## src/rtl/dp_pkg.sv

```systemverilog
`timescale 1ns/1ps
package dp_pkg;
  localparam int GSEL_W = 4;
  localparam int HSEL_W = 2;

  typedef enum logic [1:0] {
    SH_PASS  = 2'b00,
    SH_RIGHT = 2'b01,
    SH_LEFT  = 2'b10,
    SH_HOLD  = 2'b11
  } shift_op_e;

  typedef enum logic [1:0] {
    LG_AND = 2'b00,
    LG_OR  = 2'b01,
    LG_XOR = 2'b10,
    LG_NOT = 2'b11
  } logic_op_e;
endpackage

```

## src/rtl/dp_regfile.sv

```systemverilog
`timescale 1ns/1ps
module dp_regfile #(
  parameter int WIDTH = 8,
  parameter int NREGS = 4,
  localparam int SEL_W = $clog2(NREGS)
) (
  input  logic             clk,
  input  logic             rst_n,
  input  logic             ld_en,
  input  logic [SEL_W-1:0] dst_sel,
  input  logic [WIDTH-1:0] wdata,
  input  logic [SEL_W-1:0] rd_a_sel,
  input  logic [SEL_W-1:0] rd_b_sel,
  output logic [WIDTH-1:0] rd_a,
  output logic [WIDTH-1:0] rd_b
);
  logic [NREGS-1:0][WIDTH-1:0] regs;
  logic [NREGS-1:0]            load_vec;

  // destination decoder and per-register storage
  for (genvar i = 0; i < NREGS; i++) begin : g_reg
    assign load_vec[i] = ld_en && (dst_sel == SEL_W'(i));
    always_ff @(posedge clk or negedge rst_n) begin
      if (!rst_n)           regs[i] <= '0;
      else if (load_vec[i]) regs[i] <= wdata;
    end
  end

  assign rd_a = regs[rd_a_sel];
  assign rd_b = regs[rd_b_sel];

  p_onehot_load_r2: assert property (@(posedge clk) disable iff (!rst_n)
    ld_en |-> $countones(load_vec) == 1);
  p_no_load_r10: assert property (@(posedge clk) disable iff (!rst_n)
    !ld_en |-> load_vec == '0);
  p_write_r2: assert property (@(posedge clk) disable iff (!rst_n)
    ld_en |=> regs[$past(dst_sel)] == $past(wdata));
  p_hold_r10: assert property (@(posedge clk) disable iff (!rst_n)
    !ld_en |=> regs == $past(regs));
endmodule

```

## src/rtl/dp_alu.sv

```systemverilog
`timescale 1ns/1ps
module dp_alu
  import dp_pkg::*;
#(
  parameter int WIDTH = 8
) (
  input  logic [WIDTH-1:0]  opa,
  input  logic [WIDTH-1:0]  opb,
  input  logic [GSEL_W-1:0] g_sel,
  output logic [WIDTH-1:0]  res,
  output logic              carry,
  output logic              ovf
);
  // second adder operand, picked by S1:S0
  function automatic logic [WIDTH-1:0] pick_y(input logic [1:0] s, input logic [WIDTH-1:0] b);
    case (s)
      2'b00:   return '0;
      2'b01:   return b;
      2'b10:   return ~b;
      default: return '1;
    endcase
  endfunction

  // sum one bit wider than the operands, so the top bit is the carry
  function automatic logic [WIDTH:0] add_wide(input logic [WIDTH-1:0] a,
                                              input logic [WIDTH-1:0] y,
                                              input logic cin);
    return {1'b0, a} + {1'b0, y} + {{WIDTH{1'b0}}, cin};
  endfunction

  function automatic logic [WIDTH-1:0] logic_fn(input logic_op_e op,
                                                input logic [WIDTH-1:0] a,
                                                input logic [WIDTH-1:0] b);
    case (op)
      LG_AND:  return a & b;
      LG_OR:   return a | b;
      LG_XOR:  return a ^ b;
      default: return ~a;
    endcase
  endfunction

  logic [WIDTH-1:0] y_opnd;
  logic [WIDTH:0]   sum;
  logic             arith_ovf;

  always_comb begin
    y_opnd    = pick_y(g_sel[2:1], opb);
    sum       = add_wide(opa, y_opnd, g_sel[0]);
    arith_ovf = (opa[WIDTH-1] == y_opnd[WIDTH-1]) && (sum[WIDTH-1] != opa[WIDTH-1]);
    if (g_sel[3]) begin
      res   = logic_fn(logic_op_e'(g_sel[2:1]), opa, opb);
      carry = 1'b0;
      ovf   = 1'b0;
    end else begin
      res   = sum[WIDTH-1:0];
      carry = sum[WIDTH];
      ovf   = arith_ovf;
    end
  end
endmodule

```

## src/rtl/dp_shifter.sv

```systemverilog
`timescale 1ns/1ps
module dp_shifter
  import dp_pkg::*;
#(
  parameter int WIDTH = 8
) (
  input  logic [WIDTH-1:0]  din,
  input  logic [HSEL_W-1:0] h_sel,
  input  logic              fill_r,
  input  logic              fill_l,
  output logic [WIDTH-1:0]  dout
);
  function automatic logic [WIDTH-1:0] shift_word(input shift_op_e op,
                                                  input logic [WIDTH-1:0] d,
                                                  input logic fr,
                                                  input logic fl);
    case (op)
      SH_RIGHT: return {fr, d[WIDTH-1:1]};
      SH_LEFT:  return {d[WIDTH-2:0], fl};
      default:  return d;
    endcase
  endfunction

  assign dout = shift_word(shift_op_e'(h_sel), din, fill_r, fill_l);
endmodule

```

## src/rtl/rf_datapath.sv

```systemverilog
`timescale 1ns/1ps
module rf_datapath
  import dp_pkg::*;
#(
  parameter int WIDTH = 8,
  parameter int NREGS = 4,
  localparam int SEL_W = $clog2(NREGS)
) (
  input  logic              clk,
  input  logic              rst_n,
  input  logic              ld_en,
  input  logic [SEL_W-1:0]  dst_sel,
  input  logic [SEL_W-1:0]  a_sel,
  input  logic [SEL_W-1:0]  b_sel,
  input  logic              mb_sel,
  input  logic [WIDTH-1:0]  const_in,
  input  logic [GSEL_W-1:0] g_sel,
  input  logic [HSEL_W-1:0] h_sel,
  input  logic              fill_r,
  input  logic              fill_l,
  input  logic              mf_sel,
  input  logic              md_sel,
  input  logic [WIDTH-1:0]  data_in,
  output logic [WIDTH-1:0]  addr_out,
  output logic [WIDTH-1:0]  data_out,
  output logic              v_flag,
  output logic              c_flag,
  output logic              n_flag,
  output logic              z_flag
);
  // named internal nets used by the assertions below
  logic [WIDTH-1:0] bus_a, reg_b, bus_b;
  logic [WIDTH-1:0] alu_res, sh_res, fu_out, wb_data;
  logic             alu_c, alu_v;

  dp_regfile #(.WIDTH(WIDTH), .NREGS(NREGS)) u_rf (
    .clk(clk), .rst_n(rst_n), .ld_en(ld_en), .dst_sel(dst_sel),
    .wdata(wb_data), .rd_a_sel(a_sel), .rd_b_sel(b_sel),
    .rd_a(bus_a), .rd_b(reg_b)
  );

  assign bus_b = mb_sel ? const_in : reg_b;

  dp_alu #(.WIDTH(WIDTH)) u_alu (
    .opa(bus_a), .opb(bus_b), .g_sel(g_sel),
    .res(alu_res), .carry(alu_c), .ovf(alu_v)
  );

  dp_shifter #(.WIDTH(WIDTH)) u_sh (
    .din(bus_b), .h_sel(h_sel), .fill_r(fill_r), .fill_l(fill_l), .dout(sh_res)
  );

  assign fu_out   = mf_sel ? sh_res : alu_res;
  assign wb_data  = md_sel ? data_in : fu_out;

  assign addr_out = bus_a;
  assign data_out = bus_b;
  assign v_flag   = alu_v;
  assign c_flag   = alu_c;
  assign n_flag   = fu_out[WIDTH-1];
  assign z_flag   = (fu_out == '0);

  p_const_bus_r3: assert property (@(posedge clk) disable iff (!rst_n)
    mb_sel |-> data_out == const_in);
  p_logic_clean_r5: assert property (@(posedge clk) disable iff (!rst_n)
    g_sel[3] |-> !c_flag && !v_flag);
  p_shr_fill_r7: assert property (@(posedge clk) disable iff (!rst_n)
    (h_sel == SH_RIGHT) |-> sh_res[WIDTH-1] == fill_r);
  p_shl_fill_r7: assert property (@(posedge clk) disable iff (!rst_n)
    (h_sel == SH_LEFT) |-> sh_res[0] == fill_l);
  p_ext_wb_r8: assert property (@(posedge clk) disable iff (!rst_n)
    (md_sel && ld_en) |=> $past(data_in) == $past(wb_data));
  p_zero_sign_r9: assert property (@(posedge clk) disable iff (!rst_n)
    z_flag |-> !n_flag);
endmodule

```

## config.mk

```make
export PLATFORM = sky130hd
export DESIGN_NAME = rf_datapath
export DESIGN_NICKNAME = d
export VERILOG_FILES = /design/src/rtl/dp_pkg.sv /design/src/rtl/dp_regfile.sv /design/src/rtl/dp_alu.sv /design/src/rtl/dp_shifter.sv /design/src/rtl/rf_datapath.sv
export SDC_FILE = /design/constraint.sdc
export NUM_CORES = 1
export LEC_CHECK = 0
export BUFFER_PORTS_ARGS = -buffer_cell sky130_fd_sc_hd__buf_2
export CAP_MARGIN = 0
export CORE_MARGIN = 2
export CORE_UTILIZATION = 50
export CTS_BUF_LIST = sky130_fd_sc_hd__clkbuf_4 sky130_fd_sc_hd__clkbuf_8 sky130_fd_sc_hd__clkbuf_16
export CTS_CLUSTER_DIAMETER = 40
export DETAILED_ROUTE_END_ITERATION = 7
export GPL_ROUTABILITY_DRIVEN = 0
export PLACE_DENSITY = 0.78
export SLEW_MARGIN = 40
export SYNTH_ARGS = -nofsm -noshare
export SYNTH_HDL_FRONTEND = slang
export SYNTH_SLANG_ARGS = --single-unit
```

## constraint.sdc

```tcl
create_clock -name clk -period 4.3 [get_ports clk]
set_clock_uncertainty 0.05 [all_clocks]
set_input_delay 0.215 -clock clk [delete_from_list [all_inputs] [get_ports clk]]
set_output_delay 0.215 -clock clk [all_outputs]
set_load 0.01 [all_outputs]
```

## Yosys cells after proc, flatten, opt, wreduce, memory -nomap -nowiden

Cells that the tools add are included.

- Add/subtract/negate cells: 2
- $lt $le $gt $ge: 2
- Eq/ne operators: 9
- Muxes and demuxes: 13
- Bitwise gates (word level): 5
- Reduce and logical (&&, ||, !) cells: 8

Operator list:

| cell | number |
|---|---|
| 2-to-1 mux 8 bit | 6 |
| one-hot mux 8 bit (3 select lines) | 2 |
| binary-select mux 8 bit (select 2 bit) | 2 |
| inverter 8 bit | 2 |
| one-hot mux 8 bit (2 select lines) | 1 |
| adder 8 x 8 -> 9 bit | 1 |
| adder 9 x 1 -> 9 bit | 1 |
| AND 8 bit | 1 |
| equality test 2 bit (second input constant) | 4 |
| logical NOT 8 bit | 1 |
| bitwise OR 8 bit | 1 |
| XOR 8 bit | 1 |
| equality test 2 x 1 -> 1 bit (second input constant) | 3 |
| < comparator 2 x 3 -> 1 bit (second input constant) | 2 |
| logical AND 1 bit | 5 |
| logical NOT 2 bit | 2 |
| 2-to-1 mux 1 bit | 2 |
| equality test 1 bit | 1 |
| inequality test 1 bit | 1 |

- Flip-flop bits (word level): 32
- Bits of input ports: 36
- Output and inout bits: 20
- Word-level logic and storage cells: 43

## Depth between registers and ports, before layout

Gate-level depths: netlist of the first run.

- Depth after elaboration: 10
- Mapped depth: 13
- Gate-level depth less buffers: 12

## Modules after synthesis

From an unflattened synthesis of the first run, not the netlist that was laid out.

- Cells, all modules: 289
- Area total of the unflattened synthesis: 3083.0 um2

By module, submodules not included:

| module | instances | cells each | area each (um2) | sequential area each (um2) |
|---|---|---|---|---|
| dp_regfile | 1 | 88 | 1590.3 | 800.8 |
| dp_alu | 1 | 128 | 991.0 | 0.0 |
| rf_datapath | 1 | 42 | 317.8 | 0.0 |
| dp_shifter | 1 | 31 | 183.9 | 0.0 |

## Worst setup path after synthesis of the first run

OpenSTA, ideal clock, no wires.

- Path type: input to output
- Start: in b_sel[0]
- End: out z_flag
- Arrival: 3.724 ns
- Data required time: 4.035 ns
- Path slack: 0.311 ns
- Stages: 12
- Buffers on the path: 1
- Path through: buf_2 mux4_2 mux2i_1 mux2_2 fa_1 fa_1 a21o_1 a21oi_1 xnor2_1 a2111oi_0 o211ai_1 nor3_1

- Cells in the longest elaborated chain, start to end: 10
- Elaborated cells between the ends (all ways): 15
- Those cells by class: 2 x add/sub; 8 x mux; 4 x bitwise; 1 x reduce/logical

Ends and longest elaborated chain:

| item | line | source |
|---|---|---|
| start: declaration | rf_datapath.sv:14 | `input logic [SEL_W-1:0] b_sel,` |
| binary-select mux 8 bit (select 2 bit) (*) | dp_regfile.sv:30 | `assign rd_b = regs[rd_b_sel];` |
| 2-to-1 mux 8 bit (implied by the code) (*) | dp_regfile.sv:30 |  |
| 2-to-1 mux 8 bit (*) | rf_datapath.sv:42 | `assign bus_b = mb_sel ? const_in : reg_b;` |
| inverter 8 bit | dp_alu.sv:19 | `2'b10: return ~b;` |
| one-hot mux 8 bit (3 select lines) | dp_alu.sv:16 | `case (s)` |
| adder 8 x 8 -> 9 bit | dp_alu.sv:28 | `return {1'b0, a} + {1'b0, y} + {{WIDTH{1'b0}}, cin};` |
| adder 9 x 1 -> 9 bit | dp_alu.sv:28 |  |
| 2-to-1 mux 8 bit | dp_alu.sv:50 | `if (g_sel[3]) begin` |
| 2-to-1 mux 8 bit (*) | rf_datapath.sv:53 | `assign fu_out = mf_sel ? sh_res : alu_res;` |
| logical NOT 8 bit (*) | rf_datapath.sv:61 | `assign z_flag = (fu_out == '0);` |
| end: declaration | rf_datapath.sv:29 | `output logic z_flag` |

Every way passes the cells marked *; elsewhere a longest branch is shown, timed or not. The select of a mux whose other input is x is not followed.

## Final worst setup path of the first run

- Start: reg u_rf.regs[24] (netlist bit)
- End: out z_flag

- Cells in the longest elaborated chain, start to end: 10
- Elaborated cells between the ends (all ways): 18
- Those cells by class: 2 x add/sub; 10 x mux; 5 x bitwise; 1 x reduce/logical

Ends and longest elaborated chain:

| item | line | source |
|---|---|---|
| start: declaration | dp_regfile.sv:17 | `logic [NREGS-1:0][WIDTH-1:0] regs;` |
| start signal: indexed assignment | dp_regfile.sv:25 | `else if (load_vec[i]) regs[i] <= wdata;` |
| binary-select mux 8 bit (select 2 bit) | dp_regfile.sv:30 |  |
| 2-to-1 mux 8 bit (implied by the code) | dp_regfile.sv:30 |  |
| 2-to-1 mux 8 bit | rf_datapath.sv:42 |  |
| inverter 8 bit | dp_alu.sv:19 |  |
| one-hot mux 8 bit (3 select lines) | dp_alu.sv:16 |  |
| adder 8 x 8 -> 9 bit | dp_alu.sv:28 |  |
| adder 9 x 1 -> 9 bit | dp_alu.sv:28 |  |
| 2-to-1 mux 8 bit | dp_alu.sv:50 |  |
| 2-to-1 mux 8 bit (*) | rf_datapath.sv:53 |  |
| logical NOT 8 bit (*) | rf_datapath.sv:61 |  |

Marks and branches as above.

==> metrics.txt, run 1 <==
status=complete, no violations; Mapped Cells=~330; starting density of the core=0.5175; Non-Filler Instances=between 400 and 500; DRC violations left=0; clock root cell=clkbuf_8; setup violators final=0; Area Overhead vs Synth=15.15%; ys async rst share=1.000; Total Wirelength=approximately 8100 µm; slew margin rel.=0.5290; hold slack=between 150 and 200 ps; DP Cell Count=about 440; Worst Path Required=4030 ps; initial antenna violation count=0; Worst-path clk slew=~70 ps; Post-synth EDFFs=0; Slew Limit Fails=0; Top Metal Used=met4; Fmax achieved=roughly 240 MHz; Post-Route M1 WL=~3400 µm; Regs by FF count=u_rf.regs: 32 flops; total gr overflow=0; Post-synth top flop=dfrtp_1; CTS tree=built; number of I/O pins=56; Worst Hold Class=in2reg; Synth Net Count=~390; PortBufs=55; worst slew pin tran=706.5 ps; synthesized area=3064 µm²; die width=~80 µm; MaxCap Viol Count=0; dpl cell area=approximately 3400 µm²; All-Layer GR Usage=0.2538; yosys warns=0; Layout Nets=between 400 and 500; WL met2=about 4100 µm; largest net degree at the start of global routing=33; DP Wirelength=between 6000 and 7000 µm; Power, Total=between 1 and 1.5 mW; n_diodes=0; worst-path fanout max=3; Power Dens Cells=around 390 nW/µm²; layout cell share with drive strength beyond 1=0.2586; WL met3=between 400 and 500 µm; Synth top area share=0.2613; leading post-synthesis cells by cell area=dfrtp_1 26%, ha_1 10%, mux4_2 8.8%; vias per cell=between 6 and 7; total CTS buffers=5; kind of critical path=reg2out; vias in the first global route=between 2000 and 3000; Largest Register=u_rf.regs; post-synth cell types=54; die height=around 82 µm; via count=around 2700; reg2reg setup slack=510 ps; Core Box Area=between 5000 and 6000 µm²; final instance area=3528 µm²; Crit. End Element=output pin; Tcrit/Tclk final=0.9774; first-pass GRT wire length=around 13000 µm; Leakage Power=~1.7 nW; Final Hold Fails=0; routed len/inst=around 18 µm; maximum vdd ir drop=between 0.3 and 0.4 mV; clock period minus worst slack=approximately 4200 ps; number of nets with antenna violations after routing=0; initial drt markers=186; # rows=28; Clock Sinks=32; Clk Latency, worst-skew pair=between 200 and 300 ps; max reg flops=32; CP startpoint kind=register; htree depth=2; First-pass DRT Iterations=4; syn_area_per_cell=about 9.3 µm²; CTS Buffer Depth=2; synthesized flop and latch total=32; Synth area leader=dfrtp_1; sequential fraction of the synthesis area=0.2613; die area=about 6800 µm²; RSZ-0062 raised after global routing=no; Worst Path Arrival=a little under 4000 ps
[final cells by class]
type,instances,area (µm²)
Fill cell,521,2392
Multi-Input combinational cell,248,2102
Sequential cell,32,800.8
Timing Repair Buffer,62,330.3
Inverter,29,108.9
Tap cell,75,93.84
Clock buffer,6,82.58
Clock inverter,2,10.01
[worst paths after layout]
path,from,to,depth (start not counted)
setup / recovery,u_rf.regs[24],z_flag,12
hold / removal,data_in[7],u_rf.regs[7],3
setup reg to reg,u_rf.regs[24],u_rf.regs[28],12
hold reg to reg,u_rf.regs[13],u_rf.regs[13],2
max in group asynchronous,rst_n,u_rf.regs[21],2
min in group asynchronous,rst_n,u_rf.regs[31],2
[synthesized netlist by cell type, types with 2 or more instances]
| master | instances |
|---|---|
| xnor2_1 | 4 |
| a221oi_1 | 2 |
| o22ai_1 | 2 |
| nor2_1 | 19 |
| a211o_1 | 2 |
| buf_1 | 2 |
| inv_1 | 29 |
| o2bb2ai_1 | 2 |
| and2_1 | 4 |
| a41oi_1 | 2 |
| a211oi_1 | 6 |
| o21ai_0 | 24 |
| and3_1 | 3 |
| fa_1 | 2 |
| a221o_1 | 5 |
| mux4_1 | 7 |
| a21oi_1 | 17 |
| a2bb2oi_1 | 2 |
| nand3b_1 | 3 |
| nand3_1 | 5 |
| ha_1 | 25 |
| o21a_1 | 2 |
| nand2_1 | 37 |
| a31oi_1 | 2 |
| o32a_1 | 2 |
| dfrtp_1 | 32 |
| mux2_2 | 8 |
| buf_2 | 2 |
| mux4_2 | 12 |
| nand2b_1 | 3 |
| nor3_1 | 6 |
| nor2b_1 | 7 |
| a21o_1 | 2 |
| clkbuf_1 | 15 |
| mux2i_1 | 13 |
[layer usage]
| layer | track usage | up-vias |
|---|---|---|
| li1 | - | 1309 |
| met1 | 0.3207 | 1327 |
| met2 | 0.4508 | 96 |
| met3 | 0.03587 | 17 |
| met4 | 0.07333 | 0 |
| met5 | 0 | - |
[per-stage QoR]
step / utilization / worst slack (ps) / setup TNS [ps]
4_1_cts: 0.5945 / 17.07 / 0
5_1_grt: 0.5959 / 13.75 / 0
3_3_place_gp: 0.5719 / 141.3 / 0
6_report: 0.5959 / 97.11 / 0
3_5_place_dp: 0.5719 / -33.90 / -33.90
2_1_floorplan: - / 311.5 / 0
[cells in the final DEF, fill, tap and decap left out, types with 2 or more instances in the layout]
master,n
fa_2,2
mux4_1,7
clkbuf_8,6
mux2_2,8
inv_1,29
nor2b_1,7
nand3b_1,3
buf_4,6
ha_1,25
a221o_1,5
a41oi_1,2
and2_1,4
nand2b_1,3
and3_1,3
o32a_1,2
o21a_1,2
mux2i_1,12
dfrtp_1,32
clkinv_2,2
a211oi_1,6
mux4_2,12
o2bb2ai_1,2
nor2_1,19
a21oi_1,16
o22ai_1,2
a2bb2oi_1,2
a21o_1,2
buf_2,55
nand3_1,5
a211o_1,2
a31oi_1,2
nor3_1,5
a221oi_1,2
nand2_1,37
o21ai_0,24
xnor2_1,4
[what timing repair did]
item | in CTS | in global routing
endpoints found under the hold margin | 32 | 0
hold buffers | 1 | 0
gates resized for setup | 5 | 3
setup endpoints to repair | 1 | 1
pin swaps | 1 | 2
buffers inserted | 1 | 0
[critical path, stage by stage, from the launching register on]
cell	delay, ps
dfrtp_1	410
mux4_2	520
mux2i_4	200
mux2_2	370
fa_2	370
fa_2	360
a21o_1	180
a21oi_2	180
xnor2_1	100
a2111oi_2	420
o211ai_1	170
nor3_2	220
buf_2	160
[cells by family after synthesis]
kind of cell / share of synthesized area
flip-flops: 0.2613
multiplexers: 0.2201
AND/OR/NAND/NOR: 0.1409
AO/OA/AOI/OAI: 0.1878
adder cells (fa/ha/maj): 0.1151
buffers and inverters: 0.06329
XOR/XNOR: 0.01143
[power by group]
group | switching (mW) | internal [mW]
clock | 0.107 | 0.127
combinational | 0.387 | 0.329
sequential | 0.0488 | 0.365
Power figures use the tool's default switching activity.
==> run 2: changes to the inputs <==
clock period = 4.85 ns   (was 4.3 ns; I/O delays follow)
==> run 2 against run 1 <==
Sequential power down 12%. Critical path type unchanged. Routed wire length down 4.1%. Non-clock buffer count down 4. Largest power group unchanged. Worst setup slack better by 190 ps. Via count down 0.18%. Utilization down 1.4 points. Register-to-register slack better by 380 ps. Sequential cell count unchanged. Sequential share of layout area up 0.56 points. Clock power down 25%. Design area down 2.4%.
==> metrics.txt, run 2 (synthesis results as in run 1) <==
CP max stage cell=a2111oi_1 (was mux4_2); first-pass GRT wire length=12680 µm (was 12950 µm); fill cell count=529 (was 521); kind of critical path=reg2out (unchanged); max reg flops=32 (unchanged); First-pass DRT Iterations=5 (was 4); Area Overhead vs Synth=12.37% (was 15.15%); status=complete, no violations (unchanged); Worst Hold Class=in2reg (unchanged); delay-heaviest family, CP=multiplexers (unchanged); cell-internal power=0.6962 mW (was 0.8213 mW); Largest Register=u_rf.regs (unchanged); most used routing layer in global routing=met2 (unchanged); CP startpoint kind=register (unchanged); number of nets with antenna violations after routing=0 (unchanged); commonest non-fill, non-tap cells in the layout=55 x buf_2, 37 x nand2_1, 32 x dfrtp_1, 29 x inv_1, 25 x ha_1 (unchanged); Clk network pwr share=0.153 (was 0.172); initial antenna violation count=0 (unchanged); vias in the first global route=2580 (was 2636); slew margin rel.=0.5341 (was 0.5290); final instance area=3443 µm² (was 3528 µm²); Worst Path Buf+Inv=1 (unchanged); layout cell share with drive strength beyond 1=0.2285 (was 0.2586); DP Cell Count=441 (was 444); Power Dens Cells=335.4 nW/µm² (was 386.7 nW/µm²); Worst-path clk slew=60 ps (was 70 ps); vias per cell=6.139 (was 6.055); clock period minus worst slack=between 4000 and 5000 ps; n_diodes=0 (unchanged); Layout Nets=437 (was 441); most common cell after layout, fill and taps aside=buf_2 (unchanged); Switching Fraction=0.3971 (was 0.3981); # rows=28 (unchanged); routed len/inst=17.38 µm (was 17.84 µm); number of I/O pins=56 (unchanged); die area=6771 µm² (unchanged); critical-path cell list=mux4_2 > mux2i_1 > mux2_2 > fa_1 > fa_1 > a21o_1 > a21oi_1 > xnor2_1 > a2111oi_1 > o211ai_1 > nor3_1 > buf_2 (was mux4_2 > mux2i_4 > mux2_2 > fa_2 > fa_2 > a21o_1 > a21oi_2 > xnor2_1 > a2111oi_2 > o211ai_1 > nor3_2 > buf_2); hold slack=215.6 ps (was 176.8 ps); Regs by FF count=u_rf.regs: 32 flops (unchanged); DRC violations left=0 (unchanged); worst-path fanout max=3 (unchanged); Clk Latency, worst-skew pair=280 ps (was 290 ps); htree depth=2 (unchanged); die height=82.29 µm (unchanged); Worst Path Required=4560 ps (was 4030 ps); total CTS buffers=5 (unchanged); Core Box Area=5921 µm² (unchanged); maximum vdd ir drop=0.3329 mV (was 0.3417 mV); met3 GRT Util=0.03152 (was 0.03587); max incr delay on CP=540 ps (was 520 ps); All-Layer GR Usage=0.2477 (was 0.2538); Setup Buffers After CTS=0 (was 1); starting density of the core=0.5175 (unchanged); initial drt markers=204 (was 186); Tcrit/Tclk final=0.9400; Crit. End Element=output pin (unchanged); CTS tree=built (unchanged); PortBufs=55 (unchanged); Post-Route Setup TNS=0 ps (unchanged); Switch Pwr=0.4586 mW (was 0.5431 mW); via count=2744 (was 2749); met2 GRT Util=0.4242 (was 0.4508); met1 usage=0.3296 (was 0.3207); RSZ-0062 raised after global routing=no (unchanged); most frequent CP cell=fa_1 (was fa_2); Total Wirelength=7769 µm (was 8100 µm); Logic pwr share=0.531 (was 0.525); CTS Buffer Depth=2 (unchanged); dpl cell area=3363 µm² (was 3386 µm²); Slew Limit Fails=0 (unchanged); total gr overflow=0 (unchanged); setup violators final=0 (unchanged); Final Hold Fails=0 (unchanged); DP Wirelength=5966 µm (was 6280 µm); MaxCap Viol Count=0 (unchanged); largest net degree at the start of global routing=33 (unchanged); Worst Path Arrival=4270 ps (was 3940 ps); sequential power share=0.316 (was 0.303); Clock Sinks=32 (unchanged); die width=82.29 µm (unchanged); Non-Filler Instances=447 (was 454); Leakage Power=1.645 nW (was 1.679 nW); worst slew pin tran=698.9 ps (was 706.5 ps); clock root cell=clkbuf_8 (unchanged); Fmax achieved=219.3 MHz
[run 2: cell count changes in the layout (fill, tap and decap cells not counted), sizes merged]
cell    change
clkbuf      -1
buf         -4
clkinv      -2
[run 2: tightest hold or removal path: stages]
cell     delay [ps]
buf_2           120
nand2_1          60
a31oi_1          80
[run 2: worst paths after layout]
path	cells after the start	slack [ps]	endpoint	from
worst max register to register	11	890	u_rf.regs[12]	u_rf.regs[24]
min in group asynchronous	2	500	u_rf.regs[17]	rst_n
worst min-delay path	3	220	u_rf.regs[7]	data_in[7]
worst min register to register	2	450	u_rf.regs[18]	u_rf.regs[18]
worst max-delay path	12	290	z_flag	u_rf.regs[24]
max in group asynchronous	2	3800	u_rf.regs[26]	rst_n
[run 2: timing repair]
item / 4_1_cts / 5_1_grt
hold buffers: 1 / 0
gates resized for setup: 0 / 1
setup endpoints to repair: 0 / 1
hold endpoints to repair: 32 / 0
[run 2: through the flow]
step | utilization | power, mW | worst slack (ps)
after floorplan | - | 0.8076 | 806.5
after global placement | 0.5680 | 0.9525 | 658.7
after detailed placement | 0.5680 | 0.9731 | 552.8
after CTS | 0.5814 | 1.155 | 234.4
after global routing | 0.5816 | 1.253 | 131.6
final | 0.5816 | 1.155 | 290.8
[run 2: power groups by stage]
stage          logic [mW]  registers (mW)  clock network, mW
4_1_cts             0.609           0.363              0.183
2_1_floorplan       0.454           0.353                  0
3_3_place_gp        0.589           0.363                  0
3_5_place_dp        0.605           0.368                  0
6_report            0.613           0.364              0.177
5_1_grt             0.687           0.371              0.196
[run 2: final cells by class]
type | count | area, µm² | share of cell area
multi-input combinational | 248 | 2071 | 0.6014
sequential | 32 | 800.8 | 0.2326
timing repair buffer | 58 | 300.3 | 0.08721
inverter | 29 | 108.9 | 0.03161
tap | 75 | 93.84 | 0.02725
clock buffer | 5 | 68.82 | 0.01999
[run 2: metal layers]
layer | up-vias | routed length [µm] | part of all wire
met1 | 1321 | 3246 | 0.42
met4 | 0 | 106 | 0.014
li1 | 1302 | - | -
met5 | - | 0 | 0
met3 | 15 | 441 | 0.057
met2 | 106 | 3974 | 0.51
